`config.mk`:
```
export PLATFORM = sky130hd
export DESIGN_NAME = mcast_resp_queue
export DESIGN_NICKNAME = d
export VERILOG_FILES = /design/src/rtl/mrq_pkg.sv /design/src/rtl/mrq_store.sv /design/src/rtl/mrq_ptrs.sv /design/src/rtl/mrq_issue.sv /design/src/rtl/mcast_resp_queue.sv
export SDC_FILE = /design/constraint.sdc
export NUM_CORES = 2
export LEC_CHECK = 0
export ABC_AREA = 1
export ABC_CLOCK_PERIOD_IN_PS = 15700
export CORE_UTILIZATION = 30
export DETAILED_ROUTE_END_ITERATION = 16
export PLACE_DENSITY = 0.54
export SYNTH_ARGS = -nofsm -noshare
export SYNTH_HDL_FRONTEND = slang
export SYNTH_HIERARCHICAL = 1
export SYNTH_SLANG_ARGS = --single-unit
export TNS_END_PERCENT = 1
```
`constraint.sdc`:
```
create_clock -name clk -period 15.7 [get_ports clk]
set_input_delay 1.57 -clock clk [delete_from_list [all_inputs] [get_ports clk]]
set_output_delay 1.57 -clock clk [all_outputs]
set_load 0.02 [all_outputs]
```
`src/rtl/mrq_pkg.sv`:
```
package mrq_pkg;
  // Which source feeds the issue stage in a given cycle.
  typedef enum logic [1:0] {
    SRC_NONE   = 2'd0,
    SRC_HEAD   = 2'd1,
    SRC_BYPASS = 2'd2
  } cand_src_e;
endpackage

```
`src/rtl/mrq_store.sv`:
```
// Payload and mask storage: one synchronous write port, one asynchronous
// read port, so that distributed RAM can be inferred.
module mrq_store #(
  parameter int DATA_W = 146,
  parameter int NDEST  = 4,
  parameter int DEPTH  = 16,
  parameter int PTR_W  = $clog2(DEPTH)
) (
  input  logic              clk,
  input  logic              wr_en,
  input  logic [PTR_W-1:0]  wr_addr,
  input  logic [DATA_W-1:0] wr_data,
  input  logic [NDEST-1:0]  wr_dest,
  input  logic [PTR_W-1:0]  rd_addr,
  output logic [DATA_W-1:0] rd_data,
  output logic [NDEST-1:0]  rd_dest
);
  localparam int ENT_W = DATA_W + NDEST;

  logic [ENT_W-1:0] mem [DEPTH];

  always_ff @(posedge clk) begin
    if (wr_en) mem[wr_addr] <= {wr_dest, wr_data};
  end

  assign {rd_dest, rd_data} = mem[rd_addr];
endmodule

```
`src/rtl/mrq_ptrs.sv`:
```
// Read and write pointers, occupancy counter and the registered high-water stall.
module mrq_ptrs #(
  parameter int DEPTH = 16,
  parameter int PTR_W = $clog2(DEPTH),
  parameter int CNT_W = $clog2(DEPTH + 1)
) (
  input  logic             clk,
  input  logic             rst,
  input  logic             push,
  input  logic             pop,
  input  logic [CNT_W-1:0] hwm_level,
  output logic [PTR_W-1:0] wr_ptr,
  output logic [PTR_W-1:0] rd_ptr,
  output logic             q_empty,
  output logic [CNT_W-1:0] cnt,
  output logic             stall
);
  logic [CNT_W-1:0] cnt_nxt;
  logic             q_full;

  function automatic logic [PTR_W-1:0] ptr_inc(input logic [PTR_W-1:0] p);
    return (p == PTR_W'(DEPTH - 1)) ? '0 : p + 1'b1;
  endfunction

  assign q_empty = (cnt == '0);
  assign q_full  = (cnt == CNT_W'(DEPTH));

  always_comb begin
    cnt_nxt = cnt + CNT_W'(push) - CNT_W'(pop);
  end

  always_ff @(posedge clk) begin
    if (rst) begin
      wr_ptr <= '0;
      rd_ptr <= '0;
      cnt    <= '0;
      stall  <= (hwm_level == '0);
    end else begin
      if (push) wr_ptr <= ptr_inc(wr_ptr);
      if (pop)  rd_ptr <= ptr_inc(rd_ptr);
      cnt   <= cnt_nxt;
      stall <= (cnt_nxt >= hwm_level);
    end
  end

  // a push into a full queue would overwrite the head
  assert_no_overflow_R1: assert property (@(posedge clk) disable iff (rst)
    push |-> (!q_full || pop));

  // a pop from an empty queue would replay stale data
  assert_no_underflow_R1: assert property (@(posedge clk) disable iff (rst)
    pop |-> !q_empty);

  // push and pop together keep occupancy
  assert_count_hold_R7: assert property (@(posedge clk) disable iff (rst)
    (push && pop) |=> (cnt == $past(cnt)));

  // stall tracks occupancy against the level seen before the edge
  assert_stall_level_R6: assert property (@(posedge clk) disable iff (rst)
    stall == (cnt >= $past(hwm_level)));
endmodule

```
`src/rtl/mrq_issue.sv`:
```
// Picks the head or the bypassed input, checks all named destinations
// are ready, and registers the issued packet.
module mrq_issue
  import mrq_pkg::*;
#(
  parameter int DATA_W = 146,
  parameter int NDEST  = 4
) (
  input  logic              clk,
  input  logic              rst,
  input  logic              q_empty,
  input  logic [DATA_W-1:0] head_data,
  input  logic [NDEST-1:0]  head_dest,
  input  logic              in_valid,
  input  logic              in_fill,
  input  logic [DATA_W-1:0] in_data,
  input  logic [NDEST-1:0]  in_dest,
  input  logic [NDEST-1:0]  dest_ready,
  output logic              push,
  output logic              pop,
  output logic              out_valid,
  output logic [DATA_W-1:0] out_data,
  output logic [NDEST-1:0]  out_dest
);
  cand_src_e         src;
  logic [DATA_W-1:0] cand_data;
  logic [NDEST-1:0]  cand_dest;
  logic              all_ready;
  logic              fire;
  logic              pkt_in;

  assign pkt_in = in_valid && !in_fill;

  always_comb begin
    if (!q_empty)    src = SRC_HEAD;
    else if (pkt_in) src = SRC_BYPASS;
    else             src = SRC_NONE;
  end

  always_comb begin
    unique case (src)
      SRC_HEAD: begin
        cand_data = head_data;
        cand_dest = head_dest;
      end
      SRC_BYPASS: begin
        cand_data = in_data;
        cand_dest = in_dest;
      end
      default: begin
        cand_data = '0;
        cand_dest = '0;
      end
    endcase
  end

  assign all_ready = ((cand_dest & ~dest_ready) == '0);
  assign fire      = (src != SRC_NONE) && all_ready;
  assign pop       = fire && (src == SRC_HEAD);
  assign push      = pkt_in && !(fire && (src == SRC_BYPASS));

  always_ff @(posedge clk) begin
    if (rst) begin
      out_valid <= 1'b0;
      out_data  <= '0;
      out_dest  <= '0;
    end else begin
      out_valid <= fire;
      if (fire) begin
        out_data <= cand_data;
        out_dest <= cand_dest;
      end
    end
  end

  // every destination of an issued packet was ready when it was chosen
  assert_issue_ready_R4: assert property (@(posedge clk) disable iff (rst)
    out_valid |-> ((out_dest & ~$past(dest_ready)) == '0));

  // with a stored head, an arriving packet must be stored
  assert_head_first_R3: assert property (@(posedge clk) disable iff (rst)
    (!q_empty && pkt_in) |-> push);
endmodule

```
`src/rtl/mcast_resp_queue.sv`:
```
module mcast_resp_queue #(
  parameter int DATA_W = 146,
  parameter int NDEST  = 4,
  parameter int DEPTH  = 16,
  localparam int PTR_W = $clog2(DEPTH),
  localparam int CNT_W = $clog2(DEPTH + 1)
) (
  input  logic              clk,
  input  logic              rst,
  input  logic              in_valid,
  input  logic              in_fill,
  input  logic [DATA_W-1:0] in_data,
  input  logic [NDEST-1:0]  in_dest,
  input  logic [CNT_W-1:0]  hwm_level,
  output logic              stall,
  input  logic [NDEST-1:0]  dest_ready,
  output logic              out_valid,
  output logic [DATA_W-1:0] out_data,
  output logic [NDEST-1:0]  out_dest
);
  logic              push, pop, q_empty;
  logic [PTR_W-1:0]  wr_ptr, rd_ptr;
  logic [CNT_W-1:0]  cnt;
  logic [DATA_W-1:0] head_data;
  logic [NDEST-1:0]  head_dest;

  mrq_ptrs #(.DEPTH(DEPTH), .PTR_W(PTR_W), .CNT_W(CNT_W)) u_ptrs (
    .clk(clk), .rst(rst), .push(push), .pop(pop), .hwm_level(hwm_level),
    .wr_ptr(wr_ptr), .rd_ptr(rd_ptr), .q_empty(q_empty), .cnt(cnt),
    .stall(stall)
  );

  mrq_store #(.DATA_W(DATA_W), .NDEST(NDEST), .DEPTH(DEPTH), .PTR_W(PTR_W)) u_store (
    .clk(clk), .wr_en(push), .wr_addr(wr_ptr), .wr_data(in_data),
    .wr_dest(in_dest), .rd_addr(rd_ptr), .rd_data(head_data),
    .rd_dest(head_dest)
  );

  mrq_issue #(.DATA_W(DATA_W), .NDEST(NDEST)) u_issue (
    .clk(clk), .rst(rst), .q_empty(q_empty), .head_data(head_data),
    .head_dest(head_dest), .in_valid(in_valid), .in_fill(in_fill),
    .in_data(in_data), .in_dest(in_dest), .dest_ready(dest_ready),
    .push(push), .pop(pop), .out_valid(out_valid), .out_data(out_data),
    .out_dest(out_dest)
  );

  // a response must name at least one destination
  assert_dest_nonzero_R5: assert property (@(posedge clk) disable iff (rst)
    (in_valid && !in_fill) |-> (in_dest != '0));

  // a fill into an empty queue yields no issue
  assert_fill_silent_R8: assert property (@(posedge clk) disable iff (rst)
    (in_valid && in_fill && q_empty) |=> !out_valid);
endmodule

```
==> impl_results.md <==
* Die X at 607 um
* RSZ-0062 raised after global routing: no
* Hold crit path type: reg2reg
* Reg-to-reg endpoint: u_store/mem[15][11]$_DFFE_PP_
* Post-Syn Nets at 10,800
* Post-Synthesis Cell Area at 0.110 mm^2
* Max-slew violations at 0
* Final GP Congestion at 0.740
* DRC viols at 0
* Max FO, Critical Path at 61
* Global-route wire length before repair at 475 mm
* Gr busiest metal: met2
* Dpl ws at 8100 ps
* R2R cell count at 19
* Routed Antenna Nets at 0
* Max-cap viol count at 0
* CP cell instances: buf_4 > nand2_1 > nand3_1 > nand2_1 > nand2_1 > nand3_1 > nand2_1 > nand2_1 > nand2_1 > nand2_1 > nand2_2 > nor2_4 > a21oi_2 > buf_4 > nand3_1 > nor2_4 > buf_4 > buf_4 > buf_4
* Maximum clock rate at 144 MHz
* Slew of the pin with the lowest slew margin at 1300 ps
* Netlist cell types at 31
* H-tree levels at 5
* Drt initial violations at 5,623
* Largest net degree at the start of global routing at 208
* Final period util at 44.2%
* Drt first pass iters at 6
* Port bufs at 314
* Number of synthesized register bits at 2,565
* Power Dens Cells at 165 mW/mm^2
* Ys Warns at 6
* Clock Latency Late Sink at 920 ps
* Most used cell, CP: nand2_1
* Fillcell total at 36,100
* Count of nets after finishing at 10,900
* WS Path Type: reg2reg
* CTS Buf Count at 295
* Number of buffers on the longest clock path at 4
* Initial Util at 30.2%
* Clock sink total at 2,565
* Setup TNS at 0 ps
* Max IR drop VDD at 153 uV
* Final WL at 321 mm
* CP Capture Type: flip-flop
* Vias per cell at 4.63
* Post-Place Cells at 15,200
* Slew headroom at 12.9%
* R2r setup slk at 8760 ps
* Ports at 315
* CTS tree: yes
* Root Buffer: clkbuf_16
* Critical path launch point type: flip-flop
* Total GRT Usage at 17.1%
* Core Area at 0.363 mm^2
* Critical path required time at 16,210 ps
* Avg Cell Area, Syn at 10.4 um^2
* Layout area overhead at 14.8%
* Commonest non-fill, non-tap cell in the layout: nand2_1
* Most frequent cells in the layout: nand2_1 (3,635), edfxtp_1 (2,400), nand3_1 (1,875)
* Fin. Hold Viols at 0
* Min Tclk post-route at 6940 ps
* Final setup skew at 59.1 ps
* Initial antenna violation count at 34
* Share of the core filled with cells at 34.7%
* Row cnt at 221
* HPWL Detailed at 169 mm
* Setup violators final at 0
* Hold-fix buffers at CTS at 0
* Worst R2R Start: u_ptrs/rd_ptr[0]$_SDFFE_PP0P_
* CTS clk-pin slew, worst paths at 60 ps
* Critical Path Max Stage Delay at 940 ps
* Multi-input gate area at 0.0257 mm^2
* Hold endpoint: u_issue/out_data[115]$_SDFFE_PP0P_
* Mapped Cells at 10,600
* M3 GR Usage at 2.27%
* Die Ht at 607 um
* Post-CTS Resized at 0
* CP max-delay cell: buf_4
* Worst hold path depth at 2
* Crit path DAT at 7450 ps
* Met2 usage at 29.5%
* Min-Delay Startpoint: u_issue/out_data[115]$_SDFFE_PP0P_
* Total number of vias at 73,100
* Die area at 0.368 mm^2
* Share of cells above drive strength 1 at 5.46%
* Status: finished, final reports clean
* Static leakage at 50.4 nW
* Post-Layout Cell Count at 15,800
* Register area at 0.0754 mm^2
* Postcts setup bufs at 0
* Share of the yosys chip area belonging to registers at 68.7%
* Drt wl/cell at 20.4 um
* GR Util met1 at 22.6%
* Number of global-route vias before repair at 70,800
* Setup ws final at 8760 ps
* Global route overflow at 0
==> worst max path at each step <==
stage / from / end / cells past startpoint
finish: u_ptrs/rd_ptr[0]$_SDFFE_PP0P_ / u_store/mem[15][11]$_DFFE_PP_ / 19
global route: u_ptrs/rd_ptr[0]$_SDFFE_PP0P_ / u_store/mem[13][134]$_DFFE_PP_ / 19
CTS: u_ptrs/rd_ptr[0]$_SDFFE_PP0P_ / u_store/mem[13][124]$_DFFE_PP_ / 19
detailed placement: in_dest[3] / u_store/mem[15][40]$_DFFE_PP_ / 13
global placement: in_dest[3] / u_store/mem[15][9]$_DFFE_PP_ / 13
floorplan: in_fill / u_store/mem[12][0]$_DFFE_PP_ / 11
==> area by class of cell <==
type                    instances  share of cell area (%)
well taps                    4794                    4.77
diodes                         24                  0.0477
clock inverters               147                    1.17
clock buffers                 375                    6.21
inverters                    1362                    4.11
multi-input cells            6062                    20.4
repair buffers                443                    3.38
flip-flops and latches       2565                    59.9
==> flip-flops by register name, summed over array words and instances, names as in the netlist <==
signal	cells
u_issue/out_valid	1
u_ptrs/wr_ptr	4
u_store/mem	2400
u_ptrs/rd_ptr	4
u_issue/out_dest	4
u_issue/out_data	146
u_ptrs/cnt	5
u_ptrs/stall	1
==> through the flow <==
step	hold WS (ps)	total power, mW	cell area, um^2
final	481	20.7	126000
after global routing	496	21.9	126000
after CTS	486	21.0	126000
after detailed placement	472	14.3	117000
after global placement	464	14.2	117000
after floorplan	464	12.4	110000
==> power breakdown <==
part           total, mW  internal (mW)  switching (mW)
Combinational       6.16           1.76            4.41
Clock               6.71           3.85            2.86
Sequential          7.85           7.72           0.130
==> cells in the mapped netlist <==
library cell	count	area [um^2]
xor2_1	1	8.76
inv_2	7	26.3
buf_6	123	1390
buf_8	1	15.0
nor3_1	3	15.0
nand2_1	3635	13600
o21ai_1	25	125
inv_1	1352	5070
nor2_1	328	1230
edfxtp_1	2400	72100
or2_2	28	175
clkbuf_1	157	589
buf_1	55	206
o21ai_0	123	616
a21oi_1	13	65.1
dfxtp_1	165	3300
buf_2	218	1090
nand3_2	1	10.0
clkinv_1	2	7.51
nand3_1	1876	9390
nand4_1	7	43.8
fa_1	1	20.0
ha_1	13	163
nor2_2	1	6.26
a21oi_2	1	8.76
nand3b_1	2	15.0
inv_4	1	6.26
buf_4	42	315
nand2_2	2	12.5
buf_12	1	20.0
nor2_4	2	22.5
==> logic make-up (layout without fill, tap and decap cells) <==
| logic type | after synthesis | count (layout) | share of synthesized area, % |
|---|---|---|---|
| AND/OR/NAND/NOR | 5885 | 5885 | 22.4 |
| AO/OA/AOI/OAI | 162 | 162 | 0.743 |
| other | 0 | 24 | 0 |
| buffers and inverters | 1959 | 2327 | 7.97 |
| XOR/XNOR | 1 | 1 | 0.00799 |
| flip-flops | 2565 | 2565 | 68.7 |
| adder cells (fa/ha/maj) | 14 | 14 | 0.167 |
==> critical path: cells and delay by family, from the launching register on <==
family	cells	cell delay (ps)
AOI/OAI and AO/OA	1	140
and+or+nand+nor	13	1960
buffers and inverters	5	3560
DFF	1	720
==> per-layer routing <==
layer	vias up	wire, um	share of wire (%)
met5	-	139	0.043
met4	24	8520	2.6
met3	458	15300	4.7
met2	1822	155000	48
met1	35800	142000	44
li1	35000	-	-
Power figures use the tool's default switching activity.
